<file path="src/rtl/sdram_seq_pkg.sv">
package sdram_seq_pkg;

    localparam int MODE_W = 10;

    typedef enum logic [1:0] {
        CMD_NOP   = 2'b00,
        CMD_LOAD  = 2'b01,
        CMD_READ  = 2'b10,
        CMD_WRITE = 2'b11
    } cmd_e;

    typedef struct packed {
        logic       ok;
        logic [3:0] blen;
        logic [1:0] lat;
        logic       ilv;
        logic       wr_one;
    } mode_dec_t;

    localparam logic [MODE_W-1:0] MODE_RESET = 10'h020;

    function automatic mode_dec_t decode_mode(input logic [MODE_W-1:0] m);
        mode_dec_t d;
        d.ok     = 1'b1;
        d.ilv    = m[3];
        d.wr_one = m[9];
        case (m[2:0])
            3'b000:  d.blen = 4'd1;
            3'b001:  d.blen = 4'd2;
            3'b010:  d.blen = 4'd4;
            3'b011:  d.blen = 4'd8;
            default: begin d.blen = 4'd1; d.ok = 1'b0; end
        endcase
        case (m[6:4])
            3'b010:  d.lat = 2'd2;
            3'b011:  d.lat = 2'd3;
            default: begin d.lat = 2'd2; d.ok = 1'b0; end
        endcase
        if (m[8:7] != 2'b00) d.ok = 1'b0;
        return d;
    endfunction

    function automatic logic [2:0] burst_low(input logic [2:0] s, input logic [2:0] k,
                                             input logic [3:0] blen, input logic ilv);
        logic [2:0] mask;
        logic [2:0] step;
        mask = 3'(blen - 4'd1);
        step = ilv ? (s ^ k) : 3'(s + k);
        return (s & ~mask) | (step & mask);
    endfunction

endpackage

</file>
<file path="src/rtl/sdram_mode_reg.sv">
module sdram_mode_reg
    import sdram_seq_pkg::*;
(
    input  logic              clk,
    input  logic              rst,
    input  logic              load,
    input  logic [MODE_W-1:0] value,
    output logic [MODE_W-1:0] mode_q,
    output mode_dec_t         dec
);
    always_ff @(posedge clk) begin
        if (rst)       mode_q <= MODE_RESET;
        else if (load) mode_q <= value;
    end

    always_comb dec = decode_mode(mode_q);
endmodule

</file>
<file path="src/rtl/sdram_burst_ctl.sv">
module sdram_burst_ctl
    import sdram_seq_pkg::*;
#(
    parameter int COL_W = 6
) (
    input  logic             clk,
    input  logic             rst,
    input  logic             go,
    input  logic             go_rd,
    input  logic [COL_W-1:0] go_col,
    input  logic [3:0]       go_len,
    input  logic             go_ilv,
    output logic             issue_rd,
    output logic             issue_wr,
    output logic [COL_W-1:0] col,
    output logic             active
);
    logic             rd_q;
    logic [2:0]       idx_q;
    logic [COL_W-1:0] base_q;
    logic [3:0]       len_q;
    logic             ilv_q;

    always_comb begin
        if (go) col = go_col;
        else    col = {base_q[COL_W-1:3], burst_low(base_q[2:0], idx_q, len_q, ilv_q)};
        issue_rd = (go && go_rd)  || (active && rd_q);
        issue_wr = (go && !go_rd) || (active && !rd_q);
    end

    always_ff @(posedge clk) begin
        if (rst) begin
            active <= 1'b0;
            rd_q   <= 1'b0;
            idx_q  <= '0;
            base_q <= '0;
            len_q  <= 4'd1;
            ilv_q  <= 1'b0;
        end else if (go) begin
            active <= (go_len > 4'd1);
            rd_q   <= go_rd;
            idx_q  <= 3'd1;
            base_q <= go_col;
            len_q  <= go_len;
            ilv_q  <= go_ilv;
        end else if (active) begin
            if (idx_q == 3'(len_q - 4'd1)) active <= 1'b0;
            idx_q <= idx_q + 3'd1;
        end
    end
endmodule

</file>
<file path="src/rtl/sdram_lat_pipe.sv">
module sdram_lat_pipe #(
    parameter int DW     = 16,
    parameter int MAX_CL = 3
) (
    input  logic          clk,
    input  logic          rst,
    input  logic          in_vld,
    input  logic [DW-1:0] in_dat,
    input  logic [1:0]    lat,
    output logic          out_vld,
    output logic [DW-1:0] out_dat,
    output logic          busy
);
    localparam int DEPTH = MAX_CL - 1;
    localparam int SEL_W = (DEPTH > 1) ? $clog2(DEPTH) : 1;

    logic [DEPTH-1:0] vld_q;
    logic [DW-1:0]    dat_q [DEPTH];
    logic [SEL_W-1:0] sel;

    always_comb begin
        sel  = SEL_W'(lat - 2'd2);
        busy = |vld_q;
    end

    always_ff @(posedge clk) begin
        if (rst) begin
            vld_q <= '0;
            for (int i = 0; i < DEPTH; i++) dat_q[i] <= '0;
        end else begin
            vld_q[0] <= in_vld;
            dat_q[0] <= in_dat;
            for (int i = 1; i < DEPTH; i++) begin
                vld_q[i] <= vld_q[i-1];
                dat_q[i] <= dat_q[i-1];
            end
        end
    end

    always_ff @(posedge clk) begin
        if (rst) begin
            out_vld <= 1'b0;
            out_dat <= '0;
        end else begin
            out_vld <= vld_q[sel];
            out_dat <= vld_q[sel] ? dat_q[sel] : '0;
        end
    end
endmodule

</file>
<file path="src/rtl/sdram_burst_seq.sv">
module sdram_burst_seq
    import sdram_seq_pkg::*;
#(
    parameter int ADDR_W = 10,
    parameter int COL_W  = 6,
    parameter int DW     = 16,
    parameter int MAX_CL = 3
) (
    input  logic              clk,
    input  logic              rst,
    input  logic [1:0]        cmd,
    input  logic [ADDR_W-1:0] addr,
    input  logic [DW-1:0]     wr_data,
    output logic [DW-1:0]     rd_data,
    output logic              rd_oe,
    output logic              mode_err
);
    localparam int WORDS = 1 << COL_W;

    cmd_e              cmd_v;
    mode_dec_t         md;
    logic [MODE_W-1:0] mode_q;
    logic              busy, load, go, go_rd;
    logic [3:0]        go_len;
    logic              issue_rd, issue_wr, eng_active, pipe_busy;
    logic [COL_W-1:0]  col;
    logic [DW-1:0]     mem_q [WORDS];

    always_comb begin
        cmd_v    = cmd_e'(cmd);
        busy     = eng_active || pipe_busy;
        load     = (cmd_v == CMD_LOAD) && !busy;
        go_rd    = (cmd_v == CMD_READ);
        go       = !busy && md.ok && ((cmd_v == CMD_READ) || (cmd_v == CMD_WRITE));
        go_len   = (!go_rd && md.wr_one) ? 4'd1 : md.blen;
        mode_err = !md.ok;
    end

    sdram_mode_reg u_mode (
        .clk    (clk),
        .rst    (rst),
        .load   (load),
        .value  (addr[MODE_W-1:0]),
        .mode_q (mode_q),
        .dec    (md)
    );

    sdram_burst_ctl #(.COL_W(COL_W)) u_ctl (
        .clk      (clk),
        .rst      (rst),
        .go       (go),
        .go_rd    (go_rd),
        .go_col   (addr[COL_W-1:0]),
        .go_len   (go_len),
        .go_ilv   (md.ilv),
        .issue_rd (issue_rd),
        .issue_wr (issue_wr),
        .col      (col),
        .active   (eng_active)
    );

    always_ff @(posedge clk) begin
        if (issue_wr) mem_q[col] <= wr_data;
    end

    sdram_lat_pipe #(.DW(DW), .MAX_CL(MAX_CL)) u_pipe (
        .clk     (clk),
        .rst     (rst),
        .in_vld  (issue_rd),
        .in_dat  (mem_q[col]),
        .lat     (md.lat),
        .out_vld (rd_oe),
        .out_dat (rd_data),
        .busy    (pipe_busy)
    );
endmodule

</file>
<file path="config.mk">
export PLATFORM = sky130hd
export DESIGN_NAME = sdram_burst_seq
export DESIGN_NICKNAME = d
export VERILOG_FILES = /design/src/rtl/sdram_seq_pkg.sv /design/src/rtl/sdram_mode_reg.sv /design/src/rtl/sdram_burst_ctl.sv /design/src/rtl/sdram_lat_pipe.sv /design/src/rtl/sdram_burst_seq.sv
export SDC_FILE = /design/constraint.sdc
export NUM_CORES = 1
export LEC_CHECK = 0
export BUFFER_PORTS_ARGS = -buffer_cell sky130_fd_sc_hd__buf_2
export CORE_UTILIZATION = 30
export CTS_BUF_LIST = sky130_fd_sc_hd__clkbuf_2
export CTS_CLUSTER_SIZE = 8
export DETAILED_ROUTE_END_ITERATION = 12
export PLACE_DENSITY_LB_ADDON = 0.1
export RECOVER_POWER = 100
export SYNTH_ARGS = -nofsm -noshare
export SYNTH_HDL_FRONTEND = slang
export SYNTH_SLANG_ARGS = --single-unit
</file>
<file path="constraint.sdc">
create_clock -name clk -period 4.9 [get_ports clk]
set_input_delay 1.225 -clock clk [delete_from_list [all_inputs] [get_ports clk]]
set_output_delay 1.225 -clock clk [all_outputs]
set_load 0.01 [all_outputs]
</file>
==> flow_summary.ini <==
[layout]
mostFrequentLayoutCell = sky130_fd_sc_hd__edfxtp_1
ratio_of_cells_with_drive_above_1_in_the_final_layout = 0.220
final_cell_mix = sky130_fd_sc_hd__edfxtp_1 (1024), sky130_fd_sc_hd__clkbuf_2 (502), sky130_fd_sc_hd__nand2_1 (449)
layout_overhead_on_the_synthesized_area_pct = 16.0
nets = 3262

[yosys]
postSynth.asyncResetShare = 0
dominantRegCellSynth = sky130_fd_sc_hd__edfxtp_1
synth-warning-count = 0
synth-adder-area-share = 0.00164
simple_gate_fraction_of_synth_area = 0.0683
postSynthNetCount = 2796
synthDistinctLibCells = 70
synth.top_cells.by_area = sky130_fd_sc_hd__edfxtp_1 (72%), sky130_fd_sc_hd__mux2i_1 (4.4%), sky130_fd_sc_hd__nand2_1 (4.0%)
synth.mux.area_fraction = 0.0596
cell_area_after_synthesis_sq_um = 42600
avgSynthCellArea_sq_um = 15.4
synth_xor_area_frac = 0.00123
synth_top_family_by_area = compound AO/OA/AOI/OAI gates
synth_compound_area_frac = 0.0905
netlist.area_leader.share = 0.721
syn_inst = 2761
yosys_register_bits = 1100
cell_type_with_the_largest_total_area_after_synthesis = sky130_fd_sc_hd__edfxtp_1
synth_enable_flop_cells = 1024
synth_seq_area_share = 0.757

[global_route]
grt_max_degree = 65
via_count_of_the_first_global_routing_pass = 27311
global_route.overflow_total = 0
grt_pass1_wl_mm = 208
global_route.usage.total = 0.210
initial_antenna_violation_count = 12

[route]
drt_pass1_iterations = 5
drt_wl_total_mm = 152
routed-via-count = 27254
antenna_violating_nets_left = 0
route.detailed.vias_per_inst = 5.12
detail_route.drc_violations = 0
drt_first_iter_violations = 2235
routedWlPerCell_um = 28.5

[setup_path]
critPathLaunchType = flop
critical_path_buf_inv_count = 2
critical-path-top-delay-family = compound AO/OA/AOI/OAI gates
worst_path_most_repeated_cell = sky130_fd_sc_hd__buf_4
crit_end_category = flop
cell_by_cell_trace_of_the_critical_path = ha_1, fa_1, nand2b_1, or4bb_1, nand3_1, o32a_2, buf_4, a21oi_1, a2111oi_0, buf_4, a211o_1, a41oi_2
critical_path.max_fanout = 14
critical_path.max_stage_delay_ns = 1.14
worst_path_max_delay_cell = sky130_fd_sc_hd__a2111oi_0
worstSetupPathType = reg2reg
cp_data_required_time_ns = 6.26
cp_data_arrival_time_ns = 6.07

[sta]
period_share = 0.963
slew_of_the_pin_with_the_lowest_slew_margin_ns = 3.91
setup_violations = 0
timing.setup.tns_ns = 0
slew-limit-headroom = -1.61
setup_repair_after_global_routing_missed_its_margin = no
period_minus_slack_ns = 4.72
fin_worst_hold_slack_ns = 0.360
final_max_slew_viol_count = 1001
achievable_clock_frequency_mhz = 212
final.setup_skew_ns = 0.119
timing_hold_violations_final = 0

[clock_network]
cts-buffers-inserted = 310
clock_latency_late_sink_ns = 1.66
cts_post_setup_buffers_inserted = 0
tritoncts = yes
cts.sink_count = 1100
cts.clk_slew.worst_paths_ns = 0.10
clk_root_buffer_cell = sky130_fd_sc_hd__clkbuf_2
deepest_level_of_the_cts_h_tree = 5
cts_max_path_buffers = 4

[floorplanning]
die_h_um = 379
core_area_sq_um = 140000
die_area_sq_um = 144000
initial_core_util = 0.304
die-width_um = 379
ioPinCount = 48
floorplan.rows = 137

[place]
finalWeightedCongestion = 0.803
port_buffers = 47
hpwlAfterDp_mm = 92.4

[power_and_ir_drop]
power.static_leakage_nw = 17.5
peakVddDrop_uv = 240
power.density_nw_per_um2 = 461

[outcome]
outcome = finished with violations
violations_in_the_final_reports = max-capacitance violations, max-slew violations

[run]
drv.max_cap_violation_count = 28

[worst_hold_path]
hold_path_class = in2reg
-- flip-flops by register name (all words and copies together) (netlist names) --
signal / cells
u_ctl.active: 1
u_ctl.ilv_q: 1
u_pipe.out_dat: 16
u_pipe.dat_q: 32
mem_q: 1024
u_pipe.vld_q: 2
u_ctl.idx_q: 3
u_ctl.base_q: 6
u_mode.mode_q: 10
u_ctl.len_q: 3
u_ctl.rd_q: 1
u_pipe.out_vld: 1
-- through the flow --
step                       util  cells  total power, mW  cell area, sq um  setup slack (ns)
after floorplan               -   2761             13.5             42600             0.529
after global placement    0.339   4772             16.6             47500            -0.185
after detailed placement  0.339   4772             16.6             47500            -0.216
after CTS                 0.359   5305             23.1             50300            0.0326
after global routing      0.353   5315             23.8             49400             0.126
final                     0.353   5318             22.8             49500             0.183
-- cells by family after synthesis --
| family | Yosys count |
|---|---|
| flops | 1100 |
| simple gates | 701 |
| compound gates | 542 |
| mux | 221 |
| buf+inv | 186 |
| xor+xnor | 6 |
| fa+ha+maj | 5 |
-- tightest hold or removal path: stages --
cell and delay (ns):
sky130_fd_sc_hd__buf_2 0.11, sky130_fd_sc_hd__inv_1 0.16, sky130_fd_sc_hd__or4_4 0.33, sky130_fd_sc_hd__a21oi_1 0.10
-- power breakdown --
part	internal (mW)	switching [mW]
logic	1.90	3.79
clock network	2.62	3.84
registers	10.4	0.167
-- worst paths after layout --
kind	startpoint	endpoint	slack, ns	cells after the start
max	u_ctl.idx_q[0]	u_pipe.dat_q[0][3]	0.18	12
min	cmd[1]	u_ctl.idx_q[0]	0.36	4
max reg2reg	u_ctl.idx_q[0]	u_pipe.dat_q[0][3]	0.18	12
min reg2reg	u_pipe.dat_q[1][11]	u_pipe.out_dat[11]	0.44	2
-- cell usage after synthesis, types with 3 or more instances --
library cell                   n
sky130_fd_sc_hd__buf_6        13
sky130_fd_sc_hd__mux2_2        8
sky130_fd_sc_hd__a21o_1        3
sky130_fd_sc_hd__mux2i_1     188
sky130_fd_sc_hd__a311o_1       6
sky130_fd_sc_hd__buf_4        12
sky130_fd_sc_hd__ha_1          4
sky130_fd_sc_hd__nand2b_1      6
sky130_fd_sc_hd__a211o_1      43
sky130_fd_sc_hd__nor2_1      110
sky130_fd_sc_hd__buf_1        18
sky130_fd_sc_hd__or3_1         9
sky130_fd_sc_hd__buf_8         4
sky130_fd_sc_hd__o21ai_0      19
sky130_fd_sc_hd__o31ai_1       3
sky130_fd_sc_hd__edfxtp_1   1024
sky130_fd_sc_hd__a31oi_1      35
sky130_fd_sc_hd__a21oi_1     172
sky130_fd_sc_hd__a221oi_1     24
sky130_fd_sc_hd__nand2_1     450
sky130_fd_sc_hd__o21a_1        4
sky130_fd_sc_hd__o311ai_1      6
sky130_fd_sc_hd__buf_2        27
sky130_fd_sc_hd__a2111oi_0    40
sky130_fd_sc_hd__nand3_1      88
sky130_fd_sc_hd__a211oi_1     17
sky130_fd_sc_hd__dfxtp_1      76
sky130_fd_sc_hd__o221ai_1     35
sky130_fd_sc_hd__mux4_2       22
sky130_fd_sc_hd__a311oi_1     20
sky130_fd_sc_hd__inv_1        10
sky130_fd_sc_hd__nor3_1        3
sky130_fd_sc_hd__a41oi_2      13
sky130_fd_sc_hd__clkbuf_1    101
sky130_fd_sc_hd__xnor2_1       5
sky130_fd_sc_hd__o22ai_1      46
sky130_fd_sc_hd__nor2b_1      21
sky130_fd_sc_hd__a22oi_1      36
-- routing by layer --
layer	wire [um]	GRT usage	share of wire
met5	23	0	0.00015
met1	66000	0.280	0.44
met4	5210	0.0856	0.034
met2	70000	0.329	0.46
met3	10200	0.0472	0.068
-- timing repair --
item,CTS,global route
setup endpoints to repair,0,1
hold buffers,19,0
hold endpoints to repair,82,0
gates resized for setup,0,1
-- area by class of cell --
type / count / area [sq um]
antenna: 13 / 32.5
clock buffer: 461 / 2310
clock inverter: 53 / 283
fill: 13868 / 90800
inverter: 10 / 37.5
multi-input combinational: 1475 / 9570
sequential: 1100 / 32300
tap: 1876 / 2350
timing repair buffer: 330 / 2600
(Power assumes the default switching activity.)
